File: config.mk
export PLATFORM = sky130hd
export DESIGN_NAME = ps2h_port
export DESIGN_NICKNAME = d
export VERILOG_FILES = /design/src/rtl/ps2h_pkg.sv /design/src/rtl/ps2h_sync.sv /design/src/rtl/ps2h_rx.sv /design/src/rtl/ps2h_tx.sv /design/src/rtl/ps2h_port.sv
export SDC_FILE = /design/constraint.sdc
export NUM_CORES = 1
export LEC_CHECK = 0
export BUFFER_PORTS_ARGS = -buffer_cell sky130_fd_sc_hd__buf_2
export CAP_MARGIN = 15
export CORE_MARGIN = 5
export CORE_UTILIZATION = 55
export CTS_CLUSTER_DIAMETER = 30
export DETAILED_ROUTE_END_ITERATION = 6
export HOLD_SLACK_MARGIN = 0.05
export PLACE_DENSITY = 0.74
export SLEW_MARGIN = 20
export SYNTH_ARGS = -nofsm -noshare
export SYNTH_HDL_FRONTEND = slang
export SYNTH_SLANG_ARGS = --single-unit
export TNS_END_PERCENT = 50
File: constraint.sdc
create_clock -name clk -period 2.4 [get_ports clk]
set_input_delay 0.48 -clock clk [delete_from_list [all_inputs] [get_ports clk]]
set_output_delay 0.48 -clock clk [all_outputs]
set_load 0.03 [all_outputs]
File: src/rtl/ps2h_pkg.sv
package ps2h_pkg;
    typedef enum logic [1:0] {
        TX_IDLE    = 2'd0,
        TX_INHIBIT = 2'd1,
        TX_REQ     = 2'd2,
        TX_SHIFT   = 2'd3
    } tx_state_e;

    localparam int FRAME_BITS = 11;
endpackage

File: src/rtl/ps2h_sync.sv
module ps2h_sync #(
    parameter int LINES  = 2,
    parameter int STAGES = 2
) (
    input  logic             clk,
    input  logic             rst_n,
    input  logic [LINES-1:0] din,
    output logic [LINES-1:0] dout
);
    for (genvar g = 0; g < LINES; g++) begin : g_line
        logic [STAGES-1:0] sh_d, sh_q;
        always_comb begin
            sh_d = {sh_q[STAGES-2:0], din[g]};
        end
        always_ff @(posedge clk) begin
            if (!rst_n) sh_q <= '1;
            else        sh_q <= sh_d;
        end
        assign dout[g] = sh_q[STAGES-1];
    end
endmodule

File: src/rtl/ps2h_rx.sv
module ps2h_rx
    import ps2h_pkg::*;
(
    input  logic       clk,
    input  logic       rst_n,
    input  logic       clr,
    input  logic       fall,
    input  logic       dat,
    input  logic       ack,
    output logic [7:0] data,
    output logic       valid,
    output logic       err
);
    localparam int CW = $clog2(FRAME_BITS + 1);

    typedef struct packed {
        logic [FRAME_BITS-1:0] sh;
        logic [CW-1:0]         cnt;
        logic [7:0]            data;
        logic                  valid;
        logic                  err;
    } rx_s;

    rx_s rx_d, rx_q;

    always_comb begin
        logic [FRAME_BITS-1:0] frame;
        rx_d     = rx_q;
        rx_d.err = 1'b0;
        frame    = {dat, rx_q.sh[FRAME_BITS-1:1]};
        if (ack) rx_d.valid = 1'b0;
        if (clr) begin
            rx_d.cnt = '0;
        end else if (fall) begin
            if (rx_q.cnt == '0 && dat) begin
                rx_d.cnt = '0;              // not a start bit: stay aligned
            end else if (rx_q.cnt == CW'(FRAME_BITS - 1)) begin
                rx_d.cnt = '0;
                rx_d.sh  = frame;
                if ((^frame[9:1]) && frame[10]) begin
                    if (!rx_d.valid) begin
                        rx_d.data  = frame[8:1];
                        rx_d.valid = 1'b1;
                    end
                end else begin
                    rx_d.err = 1'b1;
                end
            end else begin
                rx_d.sh  = frame;
                rx_d.cnt = rx_q.cnt + 1'b1;
            end
        end
    end

    always_ff @(posedge clk) begin
        if (!rst_n) rx_q <= '0;
        else        rx_q <= rx_d;
    end

    assign data  = rx_q.data;
    assign valid = rx_q.valid;
    assign err   = rx_q.err;


    rx_hold_chk: assert property (@(posedge clk) disable iff (!rst_n)
        (rx_q.valid && !ack) |=> (rx_q.valid && $stable(rx_q.data)));


    rx_err_excl_chk: assert property (@(posedge clk) disable iff (!rst_n)
        rx_q.err |-> !$rose(rx_q.valid));
endmodule

File: src/rtl/ps2h_tx.sv
module ps2h_tx
    import ps2h_pkg::*;
#(
    parameter int INHIBIT_CYC   = 5000,
    parameter int REQ_TMO_CYC   = 750000,
    parameter int FRAME_TMO_CYC = 100000
) (
    input  logic       clk,
    input  logic       rst_n,
    input  logic       start,
    input  logic [7:0] data,
    input  logic       abort,
    input  logic       fall,
    input  logic       dat,
    output logic       busy,
    output logic       drv_clk,
    output logic       drv_dat,
    output logic       done,
    output logic       fail,
    output logic       tmo
);
    localparam int MAXC = (INHIBIT_CYC > REQ_TMO_CYC)
                        ? ((INHIBIT_CYC > FRAME_TMO_CYC) ? INHIBIT_CYC : FRAME_TMO_CYC)
                        : ((REQ_TMO_CYC > FRAME_TMO_CYC) ? REQ_TMO_CYC : FRAME_TMO_CYC);
    localparam int TW = $clog2(MAXC + 1);
    localparam int PAYLOAD = FRAME_BITS - 1;        // data, parity, stop
    localparam int NW = $clog2(FRAME_BITS);

    typedef struct packed {
        tx_state_e          st;
        logic [TW-1:0]      tmr;
        logic [PAYLOAD-1:0] frm;
        logic [NW-1:0]      nbit;
        logic               drv_clk;
        logic               drv_dat;
        logic               done;
        logic               fail;
        logic               tmo;
    } tx_s;

    tx_s tx_d, tx_q;

    always_comb begin
        tx_d      = tx_q;
        tx_d.done = 1'b0;
        tx_d.fail = 1'b0;
        tx_d.tmo  = 1'b0;
        unique case (tx_q.st)
            TX_IDLE: begin
                tx_d.drv_clk = 1'b0;
                tx_d.drv_dat = 1'b0;
                if (start) begin
                    if (abort) begin
                        tx_d.fail = 1'b1;
                    end else begin
                        tx_d.st      = TX_INHIBIT;
                        tx_d.tmr     = '0;
                        tx_d.frm     = {1'b1, ~^data, data};
                        tx_d.nbit    = '0;
                        tx_d.drv_clk = 1'b1;
                    end
                end
            end
            TX_INHIBIT: begin
                tx_d.tmr = tx_q.tmr + 1'b1;
                if (tx_q.tmr == TW'(INHIBIT_CYC - 1)) begin
                    tx_d.st      = TX_REQ;
                    tx_d.tmr     = '0;
                    tx_d.drv_dat = 1'b1;
                    tx_d.drv_clk = 1'b0;
                end
            end
            TX_REQ: begin
                tx_d.tmr = tx_q.tmr + 1'b1;
                if (fall) begin
                    tx_d.st      = TX_SHIFT;
                    tx_d.tmr     = '0;
                    tx_d.nbit    = NW'(1);
                    tx_d.drv_dat = ~tx_q.frm[0];
                end else if (tx_q.tmr == TW'(REQ_TMO_CYC - 1)) begin
                    tx_d.st      = TX_IDLE;
                    tx_d.drv_dat = 1'b0;
                    tx_d.fail    = 1'b1;
                    tx_d.tmo     = 1'b1;
                end
            end
            TX_SHIFT: begin
                tx_d.tmr = tx_q.tmr + 1'b1;
                if (fall) begin
                    if (tx_q.nbit == NW'(PAYLOAD)) begin
                        tx_d.st      = TX_IDLE;
                        tx_d.drv_dat = 1'b0;
                        tx_d.done    = !dat;
                        tx_d.fail    = dat;
                    end else begin
                        tx_d.drv_dat = ~tx_q.frm[tx_q.nbit];
                        tx_d.nbit    = tx_q.nbit + 1'b1;
                    end
                end else if (tx_q.tmr == TW'(FRAME_TMO_CYC - 1)) begin
                    tx_d.st      = TX_IDLE;
                    tx_d.drv_dat = 1'b0;
                    tx_d.fail    = 1'b1;
                    tx_d.tmo     = 1'b1;
                end
            end
            default: tx_d.st = TX_IDLE;
        endcase
        if (abort && tx_q.st != TX_IDLE) begin
            tx_d.st      = TX_IDLE;
            tx_d.drv_clk = 1'b0;
            tx_d.drv_dat = 1'b0;
            tx_d.done    = 1'b0;
            tx_d.fail    = 1'b1;
            tx_d.tmo     = 1'b0;
        end
    end

    always_ff @(posedge clk) begin
        if (!rst_n) tx_q <= '0;
        else        tx_q <= tx_d;
    end

    assign busy    = (tx_q.st != TX_IDLE);
    assign drv_clk = tx_q.drv_clk;
    assign drv_dat = tx_q.drv_dat;
    assign done    = tx_q.done;
    assign fail    = tx_q.fail;
    assign tmo     = tx_q.tmo;


    tx_abort_chk: assert property (@(posedge clk) disable iff (!rst_n)
        (abort && busy) |=> (!busy && fail && !tmo));


    tx_result_chk: assert property (@(posedge clk) disable iff (!rst_n)
        !(done && fail));


    tx_tmo_chk: assert property (@(posedge clk) disable iff (!rst_n)
        tmo |-> (fail && !busy && !drv_clk && !drv_dat));


    tx_inhibit_chk: assert property (@(posedge clk) disable iff (!rst_n)
        (start && !busy && !abort) |=> (drv_clk && !drv_dat));
endmodule

File: src/rtl/ps2h_port.sv
module ps2h_port #(
    parameter int INHIBIT_CYC   = 5000,
    parameter int REQ_TMO_CYC   = 750000,
    parameter int FRAME_TMO_CYC = 100000,
    parameter int SYNC_STAGES   = 2
) (
    input  logic       clk,
    input  logic       rst_n,
    input  logic       kb_clk_i,
    input  logic       kb_dat_i,
    output logic       kb_clk_oe,
    output logic       kb_dat_oe,
    input  logic       intercept,
    output logic [7:0] rx_data,
    output logic       rx_valid,
    input  logic       rx_ack,
    output logic       rx_err,
    input  logic [7:0] tx_data,
    input  logic       tx_start,
    output logic       tx_busy,
    output logic       tx_done,
    output logic       tx_fail,
    output logic       tx_timeout
);
    logic [1:0] line_s;
    logic       clk_prev_d, clk_prev_q;
    logic       clk_fall;
    logic       tx_drv_clk, tx_drv_dat;

    ps2h_sync #(.LINES(2), .STAGES(SYNC_STAGES)) i_sync (
        .clk  (clk),
        .rst_n(rst_n),
        .din  ({kb_dat_i, kb_clk_i}),
        .dout (line_s)
    );

    always_comb begin
        clk_prev_d = line_s[0];
    end
    always_ff @(posedge clk) begin
        if (!rst_n) clk_prev_q <= 1'b1;
        else        clk_prev_q <= clk_prev_d;
    end
    assign clk_fall = clk_prev_q & ~line_s[0];

    ps2h_rx i_rx (
        .clk  (clk),
        .rst_n(rst_n),
        .clr  (tx_busy),
        .fall (clk_fall),
        .dat  (line_s[1]),
        .ack  (rx_ack),
        .data (rx_data),
        .valid(rx_valid),
        .err  (rx_err)
    );

    ps2h_tx #(
        .INHIBIT_CYC  (INHIBIT_CYC),
        .REQ_TMO_CYC  (REQ_TMO_CYC),
        .FRAME_TMO_CYC(FRAME_TMO_CYC)
    ) i_tx (
        .clk    (clk),
        .rst_n  (rst_n),
        .start  (tx_start),
        .data   (tx_data),
        .abort  (intercept),
        .fall   (clk_fall),
        .dat    (line_s[1]),
        .busy   (tx_busy),
        .drv_clk(tx_drv_clk),
        .drv_dat(tx_drv_dat),
        .done   (tx_done),
        .fail   (tx_fail),
        .tmo    (tx_timeout)
    );

    assign kb_clk_oe = ~intercept & (tx_busy ? tx_drv_clk : rx_valid);
    assign kb_dat_oe = ~intercept & tx_drv_dat;
endmodule

==> results of run 1 <==
[cells by family after synthesis]
family / synth area share
AO/OA/AOI/OAI: 0.157
XOR/XNOR: 0.0536
adder cells (fa/ha/maj): 0.0102
buffers and inverters: 0.0590
flip-flops: 0.374
multiplexers: 0.0780
AND/OR/NAND/NOR: 0.268
[power groups by stage]
stage	clock, mW	sequential, mW	combinational, mW
2_1_floorplan	0	1.20	0.141
3_3_place_gp	0	1.21	0.182
3_5_place_dp	0	1.21	0.184
4_1_cts	0.956	1.18	0.185
5_1_grt	1.01	1.18	0.204
6_report	0.938	1.18	0.185
[how the worst max path moves through the flow]
| stage | start | to | slack (ps) |
|---|---|---|---|
| after global routing | i_tx.tx_q[19] | i_tx.fail | 170 |
| after CTS | i_tx.tx_q[39] | kb_clk_oe | 310 |
| after floorplan | intercept | i_tx.tx_q[8] | 600 |
| after global placement | i_tx.tx_q[19] | i_tx.fail | 330 |
| final | i_tx.tx_q[19] | i_tx.fail | 290 |
| after detailed placement | i_tx.tx_q[19] | i_tx.fail | 370 |
[cell usage in the layout (no fill, tap or decap), types with 3 or more instances in the layout]
| cell type | count |
|---|---|
| xnor2_1 | 15 |
| buf_4 | 6 |
| nor3_1 | 8 |
| a21oi_1 | 29 |
| nand3_1 | 11 |
| a31oi_1 | 5 |
| and2_1 | 3 |
| dfxtp_1 | 69 |
| buf_2 | 30 |
| a211oi_1 | 3 |
| nand4_1 | 11 |
| nor4_1 | 4 |
| ha_1 | 3 |
| inv_1 | 13 |
| and3_1 | 3 |
| nand2b_1 | 10 |
| nand2_1 | 63 |
| o21ai_0 | 10 |
| clkinvlp_4 | 3 |
| a21o_1 | 3 |
| mux2i_1 | 22 |
| clkbuf_8 | 9 |
| a22o_1 | 6 |
| nand3b_1 | 6 |
| nor2b_1 | 5 |
| or3_1 | 4 |
| o21ai_1 | 9 |
| nor2_1 | 35 |
| xor2_1 | 5 |
[stage by stage]
stage	setup WS, ps	hold slack [ps]	instance area, sq um	total power [mW]	util
after CTS	314	302	4020	2.32	0.626
after floorplan	605	386	3690	1.34	-
after global routing	171	302	4020	2.40	0.626
after detailed placement	367	397	3820	1.39	0.595
final	287	314	4020	2.30	0.626
after global placement	334	390	3820	1.39	0.595
[flip-flops by register name, indices dropped and copies added (netlist names)]
name,flops
clk_prev_q,1
i_rx.data,8
i_rx.err,1
i_rx.rx_q,13
i_rx.valid,1
i_sync.g_line.sh_q,4
i_tx.done,1
i_tx.drv_clk,1
i_tx.drv_dat,1
i_tx.fail,1
i_tx.tmo,1
i_tx.tx_q,36
[metal layers]
layer	global-route usage	vias to the layer above	share of wire
li1	-	1550	-
met1	0.246	1433	0.47
met2	0.314	84	0.47
met3	0.0352	15	0.050
met4	0.0804	0	0.016
met5	0	-	0
[final cells by class]
cell class | count | area, sq um
Tap cell | 77 | 96.3
Inverter | 15 | 56.3
Multi-Input combinational cell | 319 | 2090
Clock buffer | 9 | 124
Timing Repair Buffer | 36 | 195
Clock inverter | 7 | 75.1
Sequential cell | 69 | 1380
Fill cell | 588 | 2400
==> flow_summary.toml, run 1 <==
[run_status]
outcome = "finished clean"

[timing]
min_period_ps = 2110
rsz0062_at_grt = "false"
setup_viol_count_final = 0
skew_ps = 11.7
hold_viol = 0
maxSlewHeadroom = 0.334
report.final.slew_viol_count = 0
fmax_mhz = 473
fin_tns_setup_ps = 0
period_share = 0.880
tightest_slew_ps = 995

[grt]
grt_pass1_wl_mm = 13.4
grt_usage = 0.191
antenna_found_initial = 0
overflow = 0
grt_max_degree = 29
grt_pass1_vias = 2933

[logic_synthesis]
synth_ff_type = "dfxtp_1"
avgSynthCellArea_sq_um = 8.58
synth_top_area_frac = 0.374
syn_nets = 448
synth_area_leader_cell = "dfxtp_1"
seq_area_frac_synth = 0.374
yosys_warnings = 0
post-synth-top-count-cell = "dfxtp_1"
syn-instance-count = 430
synth.distinct_cells = 67
synth_edf_count = 0
synth_area_sq_um = 3690
synth.area.top_cells = "dfxtp_1 37%, nand2_1 6.4%, mux2i_1 6.0%"
ys_seq_elements = 69
async_flop_share = 0
synthTopCellsByCount = "69 x dfxtp_1, 63 x nand2_1, 35 x nor2_1"

[critical_path]
r2r_slack_ps = 290
reg2reg_depth = 6
r2r-end = "i_tx.fail"
cp_top_family = "simple AND/OR/NAND/NOR gates"
end_kind = "flip-flop"
crit_chain = "ha_1, nand4_1, nor4_1, nand4b_1, a21o_1, a221oi_2"
r2r_start = "i_tx.tx_q[19]"
cp.depth = 6
cp_slowest_cell = "nor4_1"
start_kind = "flip-flop"
crit_buf_inv = 0
cp.required_ps = 2660
cp_slowest_stage_delay_ps = 490
worstPathMaxFanout = 6
arrival_ps = 2370
path_class = "reg2reg"

[layout]
drive_gt1_frac = 0.165
synthToLayoutAreaGrowth_pct = 8.92
final_nets = 468
final_cells = 532
n_antenna_cell = 0

[worst_hold_path]
holdPathEnd = "i_sync.g_line[0].sh_q[0]"
hold_start = "kb_clk_i"
worstHoldPathType = "in2reg"
worstHoldPathCells = 2

[clock_tree]
clock-sinks = 69
cts_hold_buf = 0
postCtsSetupBuffers = 0
clk_latency_ps = 350
cts_tree = "yes"
h-tree-depth = 3
max-clock-path-buffers = 2
cts_resized = 0
cts_root_buf = "clkbuf_8"
cts.clk_slew.worst_paths_ps = 80
cts_buffers = 9

[floorplan]
io_pins = 31
rows = 29
dieWidth_microns = 91.9
chipHeight_microns = 91.9
fp.dieArea_sq_um = 8450
core_sq_um = 6420
initial_utilization = 0.575

[routing]
num_vias = 3082
wl_mm = 7.96
drc = 0
viasPerCell = 5.79
drt_iter0_drc = 207
dr.pass1.iters = 4
antenna_left = 0
post_drt_wl_per_cell_microns = 15.0

[power]
pwr-share-clk = 0.407
seq_power_share = 0.512
p_per_area_nw_per_um2 = 573
p_leak_nw = 1.56
internal_power_mw = 1.72
power_switching_mw = 0.583
peakVddDrop_uv = 303
power_frac_comb = 0.080
p_sw_frac = 0.253

[placed_design]
dp.cells = 516
gp_congestion = 0.841
port_buffers = 30
post-dp-hpwl_mm = 5.79

[job]
max-cap-violations = 0
No activity file was read; power rests on OpenSTA's default activity.
==> inputs of run 2 (changes only) <==
--- a/config.mk
+++ b/config.mk
@@ -13,6 +13,7 @@
 export DETAILED_ROUTE_END_ITERATION = 6
 export HOLD_SLACK_MARGIN = 0.05
 export PLACE_DENSITY = 0.74
+export REMOVE_ABC_BUFFERS = 1
 export SLEW_MARGIN = 20
 export SYNTH_ARGS = -nofsm -noshare
 export SYNTH_HDL_FRONTEND = slang
==> run 2 against run 1 <==
  * Sequential share of layout area increased by 0.054 points
  * Fmax increased by 1.2%
  * Cell count increased by 0.38%
  * Critical endpoint is now kb_clk_oe
  * Utilization decreased by 0.097 points
  * Sequential power about the same
  * Largest power group unchanged
  * First-iteration DRC count decreased by 21%
  * Die area unchanged
  * Non-clock buffer count increased by 2
==> flow_summary.toml, run 2 (synthesis results as in run 1) <==
[critical_path]
r2r_start = "i_tx.tx_q[19]"
start_kind = "flip-flop"
end_kind = "primary output"
cp_top_family = "flip-flops"
cp_slowest_stage_delay_ps = 570
crit_chain = "nor2_8, inv_2, nand2_1, a21oi_1, buf_2"
path_class = "reg2out"
reg2reg_depth = 6
r2r-end = "i_tx.fail"
r2r_slack_ps = 320
crit_buf_inv = 2
cp.required_ps = 1920
cp_slowest_cell = "dfxtp_1"
arrival_ps = 1610
worstPathMaxFanout = 8
cp.depth = 5

[layout]
multi_input_area_sq_um = 2090
synthToLayoutAreaGrowth_pct = 8.75
final_cell_mix = "69 x dfxtp_1, 63 x nand2_1, 35 x nor2_1"
n_antenna_cell = 0
largest_reg_flops = 36
regMostFlops = "i_tx.tx_q"
drive_gt1_frac = 0.166
stdcell_area_sq_um = 4010
fill_cells = 575
final_common_cell = "dfxtp_1"
regArea_sq_um = 1380
final_nets = 470
final_util = 0.625

[grt]
grt_pass1_wl_mm = 13.6
grt_usage = 0.197
antenna_found_initial = 0
overflow = 0
grt_max_degree = 29
grt_pass1_vias = 2937

[floorplan]
rows = 29
dieWidth_microns = 91.9
core_sq_um = 6420
fp.dieArea_sq_um = 8450
initial_utilization = 0.575
chipHeight_microns = 91.9
io_pins = 31

[clock_tree]
cts_tree = "yes"
clk_latency_ps = 340
max-clock-path-buffers = 2
cts_resized = 0
cts.clk_slew.worst_paths_ps = 70
clock-sinks = 69
cts_buffers = 9
cts_hold_buf = 0
cts_root_buf = "clkbuf_8"
postCtsSetupBuffers = 0
h-tree-depth = 3

[worst_hold_path]
holdPathEnd = "i_sync.g_line[0].sh_q[0]"
worstHoldPathType = "in2reg"
hold_start = "kb_clk_i"
worstHoldPathCells = 2

[placed_design]
post-dp-hpwl_mm = 5.58
gp_congestion = 0.898
placed_cell_area_sq_um = 3840
port_buffers = 30

[routing]
wl_mm = 7.70
viasPerCell = 5.77
dr.pass1.iters = 5
post_drt_wl_per_cell_microns = 14.4
drt_iter0_drc = 163
num_vias = 3081
drc = 0
antenna_left = 0

[timing]
setup_viol_count_final = 0
rsz0062_at_grt = "false"
tightest_slew_ps = 999
maxSlewHeadroom = 0.332
skew_ps = 3.33
period_share = 0.870
hold_viol = 0
min_period_ps = 2090
fmax_mhz = 479
fin_tns_setup_ps = 0
report.final.slew_viol_count = 0
whs_ps = 319

[run_status]
outcome = "finished clean"

[power]
p_leak_nw = 1.57
p_per_area_nw_per_um2 = 550
totalPowerFinal_mw = 2.21
peakVddDrop_uv = 409

[job]
max-cap-violations = 0
-- run 2: how the worst max path moves through the flow --
stage / startpoint / to / slack (ps)
2_1_floorplan: i_tx.tx_q[39] / i_tx.tx_q[37] / 200
3_3_place_gp: i_tx.tx_q[19] / i_tx.fail / 430
3_5_place_dp: i_tx.tx_q[19] / i_tx.fail / 360
4_1_cts: i_tx.tx_q[39] / kb_clk_oe / 320
5_1_grt: i_tx.tx_q[19] / i_tx.fail / 170
6_report: i_tx.tx_q[39] / kb_clk_oe / 310
-- run 2: metal layers --
layer | global-route usage | share of wire | up-vias
met5 | 0 | 0 | -
met3 | 0.0556 | 0.057 | 11
met1 | 0.263 | 0.47 | 1437
met4 | 0.0656 | 0.013 | 0
li1 | - | - | 1552
met2 | 0.306 | 0.46 | 81
-- run 2: metrics by stage --
stage / setup slack (ps) / std cells
floorplan: 196 / 403
detailed placement: 358 / 518
finish: 312 / 534
global route: 170 / 534
CTS: 321 / 534
global placement: 430 / 518
-- run 2: final cells by class --
class / count / area share
Inverter: 15 / 0.0140
Multi-Input combinational cell: 319 / 0.521
Clock inverter: 4 / 0.00561
Sequential cell: 69 / 0.344
Tap cell: 77 / 0.0240
Timing Repair Buffer: 38 / 0.0524
Clock buffer: 12 / 0.0387
-- run 2: report_power, final --
group          switching, mW  leakage [nW]  internal, mW
registers             0.0166         0.558          1.16
clock network          0.415        0.0921         0.426
logic                  0.112         0.919        0.0742
